[config.mk]
export PLATFORM = sky130hd
export DESIGN_NAME = serial_rtc_regs
export DESIGN_NICKNAME = d
export VERILOG_FILES = /design/src/rtl/srtc_pkg.sv /design/src/rtl/srtc_edge.sv /design/src/rtl/srtc_shifter.sv /design/src/rtl/srtc_regfile.sv /design/src/rtl/serial_rtc_regs.sv
export SDC_FILE = /design/constraint.sdc
export NUM_CORES = 1
export LEC_CHECK = 0
export BUFFER_PORTS_ARGS = -buffer_cell sky130_fd_sc_hd__buf_2
export CAP_MARGIN = 20
export CORE_MARGIN = 4
export CORE_UTILIZATION = 30
export CTS_BUF_LIST = sky130_fd_sc_hd__clkbuf_4
export DETAILED_ROUTE_END_ITERATION = 12
export PLACE_DENSITY_LB_ADDON = 0.12
export SLEW_MARGIN = 40
export SYNTH_ARGS = -nofsm -noshare
export SYNTH_HDL_FRONTEND = slang
export SYNTH_SLANG_ARGS = --single-unit
[constraint.sdc]
create_clock -name clk -period 3.15 [get_ports clk]
set_input_delay 0.1575 -clock clk [delete_from_list [all_inputs] [get_ports clk]]
set_output_delay 0.1575 -clock clk [all_outputs]
set_load 0.02 [all_outputs]
[src/rtl/srtc_pkg.sv]
package srtc_pkg;

    localparam int ADDR_W    = 6;
    localparam int BYTE_W    = 8;
    localparam int TIME_REGS = 7;
    localparam int BURST_LEN = 8;

    localparam logic [ADDR_W-1:0] A_CTRL     = 6'h07;
    localparam logic [ADDR_W-1:0] A_TRICKLE  = 6'h08;
    localparam logic [ADDR_W-1:0] A_BURST    = 6'h1F;
    localparam logic [ADDR_W-1:0] A_RAM_BASE = 6'h20;

    typedef enum logic [1:0] {
        PH_CMD,
        PH_WR,
        PH_RD,
        PH_SKIP
    } phase_e;

    typedef struct packed {
        logic              valid;
        logic [ADDR_W-1:0] addr;
        logic              is_read;
    } cmd_t;

    function automatic cmd_t decode_cmd(input logic [BYTE_W-1:0] b);
        cmd_t c;
        c.valid   = b[7];
        c.addr    = b[6:1];
        c.is_read = b[0];
        return c;
    endfunction

    // date, month and day-of-week start at 1, the rest at 0
    function automatic logic [BYTE_W-1:0] time_reset(input int idx);
        return (idx >= 3 && idx <= 5) ? 8'h01 : 8'h00;
    endfunction

endpackage

[src/rtl/srtc_edge.sv]
module srtc_edge (
    input  logic clk,
    input  logic rst,
    input  logic ce,
    input  logic sclk,
    output logic rise,
    output logic fall
);
    logic sclk_q;

    always_ff @(posedge clk) begin
        if (rst) sclk_q <= 1'b0;
        else     sclk_q <= sclk;
    end

    assign rise = ce & sclk & ~sclk_q;
    assign fall = ce & ~sclk & sclk_q;
endmodule

[src/rtl/srtc_shifter.sv]
module srtc_shifter
    import srtc_pkg::*;
#(
    parameter int BURST_LEN_P = BURST_LEN
) (
    input  logic              clk,
    input  logic              rst,
    input  logic              ce,
    input  logic              rise,
    input  logic              fall,
    input  logic              din,
    input  logic [BYTE_W-1:0] rd_data,
    output logic [ADDR_W-1:0] rd_addr,
    output logic              wr_stb,
    output logic [ADDR_W-1:0] wr_addr,
    output logic [BYTE_W-1:0] wr_data,
    output logic              dout,
    output logic              oe
);
    localparam int IDX_W = $clog2(BURST_LEN_P);
    localparam int CNT_W = $clog2(BYTE_W + 1);
    localparam int BIT_W = $clog2(BYTE_W);
    localparam logic [CNT_W-1:0] LAST = CNT_W'(BYTE_W - 1);
    localparam logic [CNT_W-1:0] FULL = CNT_W'(BYTE_W);

    phase_e            phase;
    logic [BYTE_W-2:0] in_sh;
    logic [BYTE_W-1:0] out_sh;
    logic [BYTE_W-1:0] in_next;
    logic [CNT_W-1:0]  cnt;
    logic [ADDR_W-1:0] addr_q;
    logic              burst_q;
    logic              burst_done;
    logic              rd_started;
    logic [IDX_W-1:0]  idx;
    logic [IDX_W-1:0]  idx_rd;
    cmd_t              cmd;

    // serial data arrives LSB first: new bit enters at the top
    assign in_next = {din, in_sh};
    assign cmd     = decode_cmd(in_next);
    assign idx_rd  = rd_started ? idx + 1'b1 : idx;
    assign rd_addr = burst_q ? ADDR_W'(idx_rd) : addr_q;

    always_ff @(posedge clk) begin
        if (rst || !ce) begin
            phase      <= PH_CMD;
            in_sh      <= '0;
            out_sh     <= '0;
            cnt        <= '0;
            addr_q     <= '0;
            burst_q    <= 1'b0;
            burst_done <= 1'b0;
            rd_started <= 1'b0;
            idx        <= '0;
            wr_stb     <= 1'b0;
            wr_addr    <= '0;
            wr_data    <= '0;
            dout       <= 1'b0;
            oe         <= 1'b0;
        end else begin
            wr_stb <= 1'b0;
            unique case (phase)
                PH_CMD: if (rise) begin
                    in_sh <= in_next[BYTE_W-1:1];
                    if (cnt == LAST) begin
                        cnt     <= '0;
                        addr_q  <= cmd.addr;
                        burst_q <= (cmd.addr == A_BURST);
                        idx     <= '0;
                        if (!cmd.valid)       phase <= PH_SKIP;
                        else if (cmd.is_read) phase <= PH_RD;
                        else                  phase <= PH_WR;
                    end else begin
                        cnt <= cnt + 1'b1;
                    end
                end
                PH_WR: if (rise) begin
                    in_sh <= in_next[BYTE_W-1:1];
                    if (cnt == LAST) begin
                        cnt <= '0;
                        if (!burst_done) begin
                            wr_stb  <= 1'b1;
                            wr_addr <= burst_q ? ADDR_W'(idx) : addr_q;
                            wr_data <= in_next;
                        end
                        if (burst_q) begin
                            if (idx == IDX_W'(BURST_LEN_P - 1)) burst_done <= 1'b1;
                            idx <= idx + 1'b1;
                        end
                    end else begin
                        cnt <= cnt + 1'b1;
                    end
                end
                PH_RD: if (fall) begin
                    oe <= 1'b1;
                    if (!rd_started || cnt == FULL) begin
                        out_sh     <= rd_data;
                        dout       <= rd_data[0];
                        cnt        <= CNT_W'(1);
                        rd_started <= 1'b1;
                        if (rd_started && burst_q) idx <= idx + 1'b1;
                    end else begin
                        dout <= out_sh[cnt[BIT_W-1:0]];
                        cnt  <= cnt + 1'b1;
                    end
                end
                default: ;
            endcase
        end
    end
endmodule

[src/rtl/srtc_regfile.sv]
module srtc_regfile
    import srtc_pkg::*;
#(
    parameter int RAM_DEPTH = 8
) (
    input  logic              clk,
    input  logic              rst,
    input  logic              wr_stb,
    input  logic [ADDR_W-1:0] wr_addr,
    input  logic [BYTE_W-1:0] wr_data,
    input  logic [ADDR_W-1:0] rd_addr,
    output logic [BYTE_W-1:0] rd_data
);
    localparam int RAM_AW = (RAM_DEPTH > 1) ? $clog2(RAM_DEPTH) : 1;
    localparam logic [ADDR_W-1:0] RAM_END = A_RAM_BASE + ADDR_W'(RAM_DEPTH);

    logic [BYTE_W-1:0] tval [TIME_REGS];
    logic [BYTE_W-1:0] rval [RAM_DEPTH];
    logic              wp;
    logic [BYTE_W-1:0] trickle;

    for (genvar g = 0; g < TIME_REGS; g++) begin : g_time
        logic [BYTE_W-1:0] q;
        always_ff @(posedge clk) begin
            if (rst)
                q <= time_reset(g);
            else if (wr_stb && !wp && wr_addr == ADDR_W'(g))
                q <= wr_data;
        end
        assign tval[g] = q;
    end

    for (genvar g = 0; g < RAM_DEPTH; g++) begin : g_ram
        logic [BYTE_W-1:0] q;
        always_ff @(posedge clk) begin
            if (rst)
                q <= '0;
            else if (wr_stb && wr_addr == A_RAM_BASE + ADDR_W'(g))
                q <= wr_data;
        end
        assign rval[g] = q;
    end

    always_ff @(posedge clk) begin
        if (rst) begin
            wp      <= 1'b1;
            trickle <= '0;
        end else if (wr_stb) begin
            if (wr_addr == A_CTRL)    wp      <= wr_data[7];
            if (wr_addr == A_TRICKLE) trickle <= wr_data;
        end
    end

    always_comb begin
        rd_data = '0;
        if (rd_addr < ADDR_W'(TIME_REGS))
            rd_data = tval[rd_addr[2:0]];
        else if (rd_addr == A_CTRL)
            rd_data = {wp, 7'b0};
        else if (rd_addr == A_TRICKLE)
            rd_data = trickle;
        else if (rd_addr >= A_RAM_BASE && rd_addr < RAM_END)
            rd_data = rval[rd_addr[RAM_AW-1:0]];
    end
endmodule

[src/rtl/serial_rtc_regs.sv]
module serial_rtc_regs
    import srtc_pkg::*;
#(
    parameter int RAM_DEPTH = 8
) (
    input  logic clk,
    input  logic rst,
    input  logic ce,
    input  logic sclk,
    input  logic dio_in,
    output logic dio_out,
    output logic dio_oe
);
    logic              rise;
    logic              fall;
    logic              wr_stb;
    logic [ADDR_W-1:0] wr_addr;
    logic [BYTE_W-1:0] wr_data;
    logic [ADDR_W-1:0] rd_addr;
    logic [BYTE_W-1:0] rd_data;

    srtc_edge u_edge (
        .clk  (clk),
        .rst  (rst),
        .ce   (ce),
        .sclk (sclk),
        .rise (rise),
        .fall (fall)
    );

    srtc_shifter #(.BURST_LEN_P(BURST_LEN)) u_shift (
        .clk     (clk),
        .rst     (rst),
        .ce      (ce),
        .rise    (rise),
        .fall    (fall),
        .din     (dio_in),
        .rd_data (rd_data),
        .rd_addr (rd_addr),
        .wr_stb  (wr_stb),
        .wr_addr (wr_addr),
        .wr_data (wr_data),
        .dout    (dio_out),
        .oe      (dio_oe)
    );

    srtc_regfile #(.RAM_DEPTH(RAM_DEPTH)) u_regs (
        .clk     (clk),
        .rst     (rst),
        .wr_stb  (wr_stb),
        .wr_addr (wr_addr),
        .wr_data (wr_data),
        .rd_addr (rd_addr),
        .rd_data (rd_data)
    );
endmodule

# After elaboration in Yosys (flattened, before gate mapping)
# Index checks and enable logic that the tools add are counted.
# op_classes
bitwise	11
reduce_logical	39
order_cmp	5
add_sub_neg	2
mux	33
n_eq_ne	33
# ops
op	count
two-way mux 8 bit	8
binary-select mux 8 bit (select 3 bit)	2
equality test 6 bit (second input constant)	8
equality test 6 x 3 -> 1 bit (second input constant)	5
two-way mux 3 bit	9
logical AND 1 bit	18
two-way mux 4 bit	4
equality test 6 x 2 -> 1 bit (second input constant)	2
equality test 6 x 4 -> 1 bit (second input constant)	2
two-way mux 6 bit	2
inequality test 2 x 1 -> 1 bit (second input constant)	6
case mux 3 bit (3 select lines)	1
AND reduction 3 bit	3
AND reduction 9 bit	1
case mux 4 bit (2 select lines)	1
AND reduction 2 bit	4
equality test 6 x 1 -> 1 bit (second input constant)	1
equality test 6 x 5 -> 1 bit (second input constant)	1
greater-or-equal comparator 6 bit (second input constant)	1
logical NOT 6 bit	1
< comparator 6 x 3 -> 1 bit (second input constant)	1
< comparator 6 bit (second input constant)	1
inequality test 2 bit (second input constant)	3
NOT 1 bit	6
other kinds (23)	32
# totals
ff_bits	180
wordCells	155
in_bits	5
out_inout_bits	2

# Depth between registers and ports, before layout
# logic_depth
ltp_word	12
ltp_mapped	11

# Modules after synthesis
# From an unflattened synthesis, not the netlist that was laid out.
# unflattened
cells_unflattened	802
area_unflattened_um2	8211.6
# modules_own_cells
module	area_each_um2	cells_each	seq_area_each_um2	instances
srtc_regfile	5898.2	548	2582.5	1
srtc_shifter	2268.4	250	1001.0	1
srtc_edge	45.0	4	20.0	1

# Worst setup path before layout
# OpenSTA, ideal clock, no wires.
# synth_path
kind	register to register
start	register u_shift.phase[0]
end	register u_shift.dout
t_arrival_ps	2054
path_slack_ps	970
setup_time_ps	126
path_stages_with_launch	11
required_time_ps	3024
cell_sequence	dfxtp_1 inv_1 ha_1 buf_2 and4b_1 buf_2 a21boi_2 o31ai_1 or4_1 a211oi_2 a211oi_1
# synth_between
elab_chain_cells	2
# synth_lines
item	line	source
start: declaration	srtc_shifter.sv:26	phase_e phase;
start signal: assignment	srtc_shifter.sv:47	phase <= PH_CMD;
start signal: assignment	srtc_shifter.sv:71	if (!cmd.valid) phase <= PH_SKIP;
start signal: assignment	srtc_shifter.sv:72	else if (cmd.is_read) phase <= PH_RD;
equality test 2 bit	srtc_shifter.sv:63	unique case (phase)
AND reduction 2 bit (no source line)	--	
end signal: assignment	srtc_shifter.sv:99	dout <= rd_data[0];
end signal: assignment	srtc_shifter.sv:104	dout <= out_sh[cnt[BIT_W-1:0]];
end: declaration	srtc_shifter.sv:17	output logic dout,
# No other way between the ends.
# A chain may end at the register's enable or synchronous reset.

# Final worst setup path
# layout_path
start	register u_shift.rd_started
end	register u_shift.out_sh[0]
# layout_between
elab_chain_cells	10
word_cells_on_any_way	22
classes_between	3 x order compare; 2 x eq/ne; 12 x mux; 1 x bitwise; 4 x reduce/logical
# layout_lines
item	line	source
start: declaration	srtc_shifter.sv:34	logic rd_started;
start signal: assignment	srtc_shifter.sv:54	rd_started <= 1'b0;
start signal: assignment	srtc_shifter.sv:101	rd_started <= 1'b1;
two-way mux 3 bit	srtc_shifter.sv:42	assign idx_rd = rd_started ? idx + 1'b1 : idx;
two-way mux 6 bit	srtc_shifter.sv:43	assign rd_addr = burst_q ? ADDR_W'(idx_rd) : addr_q;
NOT 3 -> 4 bit (implied by the code)	srtc_regfile.sv:57, srtc_regfile.sv:63	
binary-select mux 8 bit (select 3 bit)	srtc_regfile.sv:63	rd_data = rval[rd_addr[RAM_AW-1:0]];
two-way mux 8 bit (implied by the code) (2 in series)	srtc_regfile.sv:63	
two-way mux 8 bit	srtc_regfile.sv:62	else if (rd_addr >= A_RAM_BASE && rd_addr < RAM_END)
two-way mux 8 bit	srtc_regfile.sv:60	else if (rd_addr == A_TRICKLE)
two-way mux 8 bit	srtc_regfile.sv:58	else if (rd_addr == A_CTRL)
two-way mux 8 bit	srtc_regfile.sv:56	if (rd_addr < ADDR_W'(TIME_REGS))
end signal: assignment	srtc_shifter.sv:98	out_sh <= rd_data;
end: declaration	srtc_shifter.sv:28	logic [BYTE_W-1:0] out_sh;
# Parallel ways exist; a longest one is shown, timed or not. The select of a mux whose other input is x is not followed.

==> run_results.csv <==
group,metric,value,unit
worst_setup_path,cp-end-kind,"flip-flop",
pwr,power_density,427,nW/um2
synth,synth_compound_area_frac,0.128,
die,die_area,30700,um2
timing,period_needed,2650,ps
routing,wirelength,25.7,mm
synth,synth_edf_count,0,
cts,clkLatencyLatePin,580,ps
timing,finalCritPeriodShare,0.841,
die,fp.dieH,175,um
worst_setup_path,cpPeakStageDelay,590,ps
routing,post_drt_wl_per_cell,19.4,um
timing,fmaxAchievable,377,MHz
global_routing,met2_usage,0.268,
timing,final-setup-viol-count,0,
synth,synthAdderAreaFrac,0.0134,
placement,io_buffers,6,
cts,ctsResizeCount,0,
cts,cts_made_buffers,17,
synth,async_flop_share,0,
worst_setup_path,critical_path_required,3620,ps
synth,syn-cell-area,8390,um2
synth,syn_area_per_cell,8.78,um2
timing,finalHoldViolCount,0,
run,drv_cap,0,
worst_setup_path,reg2reg_from,"u_shift.rd_started",
synth,synthTopCellsByArea,"dfxtp_1 (43%), mux2i_1 (16%), nor2_1 (6.4%)",
global_routing,grt_use_total,0.168,
finish,fin_cells,1327,
worst_setup_path,timing_worst_setup_path_type,"flip-flop to flip-flop",
synth,syn_inst,956,
cts,clock_sinks,180,
global_routing,grt_max_degree,67,
global_routing,grt_util_met1,0.239,
synth,ys_ff_latch,180,
routing,viasPerCell,5.02,
pwr,power_leakage,0.00333,uW
synth,synthMuxAreaShare,0.184,
timing,timing.final.ws_setup,500,ps
global_routing,overflow,0,
cts,cts_max_path_buffers,2,
timing,drv_slew,0,
global_routing,grt_pass1_wl,39.8,mm
global_routing,grt.busiest_layer,"met2",
worst_setup_path,r2r_slack,500,ps
worst_setup_path,endpoint,"u_shift.out_sh[0]",
routing,ant_nets,0,
worst_setup_path,startpoint,"u_shift.rd_started",
synth,synth_most_common_cell,"dfxtp_1",
finish,final_nets,955,
min_path,min-delay-path-class,"input pin to flip-flop",
synth,synth_top_family_by_area,"simple AND/OR/NAND/NOR gates",
timing,finClkSkew,26.7,ps
die,start_util,0.308,
synth,synth_nets,970,
placement,place_inst,1290,
placement,place_hpwl,17.5,mm
worst_setup_path,start_kind,"flip-flop",
routing,drt_drc_violations_left,0,
finish,fill_cells,2899,
worst_setup_path,worst_ep_arrival_time,3120,ps
timing,fin_tns_setup,0,ps
synth,synth_seq_area_share,0.429,
min_path,holdPathStages,4,
synth,synth-simple-area-share,0.197,
finish,layout-drive-gt1-share,0.112,
cts,path_clk_slew,170,ps
worst_setup_path,cp_cell_sequence,"xnor2_2, a21oi_4, buf_4, a21oi_1, or4_1, a211oi_2, nor2_1",
placement,dp_slack,453,ps
global_routing,grt_use_met3,0.0286,
synth,ys_types,67,
routing,num_vias,6663,
worst_setup_path,path_max_fanout,13,
cts,clock-root-buffer,"clkbuf_4",
timing,rsz0062_at_grt,"no",
placement,place_congestion,0.794,
worst_setup_path,reg2reg_to,"u_shift.out_sh[0]",
die,ioPinCount,7,
cts,cts_tree,"built",
routing,drt_iter0_drc,411,
run_status,status,"finished clean",
synth,synth_xor_area_frac,0.00194,
worst_setup_path,critPathSlowestCell,"dfxtp_1",
pwr,vdd_ir_drop_max,0.000303,V
worst_setup_path,crit_cells,7,
worst_setup_path,critical_path_buf_inv_count,1,
synth,synth_common_cells,"dfxtp_1 (180), nor2_1 (144), mux2i_1 (132), nand2_1 (116), a21oi_1 (72)",
timing,slew-limit-headroom,0.432,
finish,area_delta_synth_final,9.78,%
synth,synth_warnings,0,
synth,netlist.area_leader.share,0.429,
cts,h-tree-depth,4,
synth,ys.flop_type,"dfxtp_1",
worst_setup_path,critPathTopFamily,"compound AO/OA/AOI/OAI gates",
worst_setup_path,ff2ff_path_depth,7,
timing,tightest_slew,851,ps
synth,synth_area_leader_cell,"dfxtp_1",
global_routing,grt_pass1_vias,6446,
die,coreArea,27300,um2
die,die_w,175,um
die,row_count,60,
global_routing,antenna_found_initial,1,
routing,first_pass_iters,5,
power breakdown:
part	switching, uW	total (uW)	internal, uW
clock	866	1590	721
combinational	52.2	68.2	15.9
sequential	2.08	2280	2280
final cells by class:
| type | count | area, um2 | share of cell area |
|---|---|---|---|
| inverter | 11 | 41.3 | 0.00448 |
| clock inverter | 15 | 226 | 0.0246 |
| multi-input combinational | 689 | 4420 | 0.480 |
| sequential | 180 | 3610 | 0.392 |
| timing repair buffer | 42 | 318 | 0.0345 |
| clock buffer | 17 | 128 | 0.0139 |
| antenna | 1 | 2.50 | 0.000272 |
| tap | 372 | 465 | 0.0505 |
worst min-delay path by stage:
stage               start                  to  slack [ps]
detailed placement   sclk       u_edge.sclk_q         430
finish                 ce  u_shift.wr_data[7]         140
global route           ce  u_shift.wr_data[7]         110
CTS                    ce  u_shift.wr_data[7]          90
global placement     sclk       u_edge.sclk_q         420
floorplan            sclk       u_edge.sclk_q         290
per-stage QoR:
| step | area, um2 | hold WS, ps | total power [uW] | util |
|---|---|---|---|---|
| finish | 9210 | 144 | 3940 | 0.338 |
| CTS | 9190 | 89.7 | 4000 | 0.337 |
| global placement | 8790 | 416 | 2400 | 0.323 |
| floorplan | 8390 | 286 | 2370 | - |
| detailed placement | 8810 | 427 | 2400 | 0.323 |
| global route | 9210 | 108 | 4090 | 0.338 |
sequential cells by signal, indices dropped and copies added, names as in the netlist:
register            cells
u_edge.sclk_q           1
u_regs.g_ram.q         64
u_regs.g_time.q        56
u_regs.trickle          8
u_regs.wp               1
u_shift.addr_q          6
u_shift.burst_done      1
u_shift.burst_q         1
u_shift.cnt             4
u_shift.dout            1
u_shift.idx             3
u_shift.in_sh           7
u_shift.oe              1
u_shift.out_sh          8
u_shift.phase           2
u_shift.rd_started      1
u_shift.wr_addr         6
u_shift.wr_data         8
u_shift.wr_stb          1
layer usage:
metal	vias to the layer above	wire length, um
met3	15	841
met5	-	0
li1	3303	-
met4	0	270
met1	3248	12700
met2	97	11900
cell usage in the layout, fill, tap and decap left out, types with 9 or more instances in the layout:
master	synthesis	routed
nor2_1	144	144
ha_1	9	9
a211oi_1	11	11
o211ai_1	9	9
nand3_1	43	43
and3_1	11	11
inv_1	10	10
mux2i_1	132	132
o21ai_0	17	17
clkbuf_4	0	17
a21oi_1	72	72
nand2_1	116	116
buf_4	5	33
dfxtp_1	180	175
cells by family (layout without fill, tap and decap cells):
kind of cell	count (synthesis)	in the layout
multiplexers	146	146
flip-flops	180	180
other	0	1
buffers and inverters	87	85
adder cells (fa/ha/maj)	9	9
XOR/XNOR	1	1
AO/OA/AOI/OAI	165	165
AND/OR/NAND/NOR	368	368
worst register-to-register path, delay by kind of cell, from the launching register on:
family | cells | cell delay [ps]
AOI/OAI and AO/OA | 3 | 900
DFF | 1 | 590
and+or+nand+nor | 2 | 590
buffers and inverters | 1 | 290
xor gates and xnor gates | 1 | 200
what timing repair did:
action                                 CTS  global route
hold buffers                             3             0
endpoints found under the hold margin    7             0
buffers inserted                         0             0
Power figures use the tool's default switching activity.
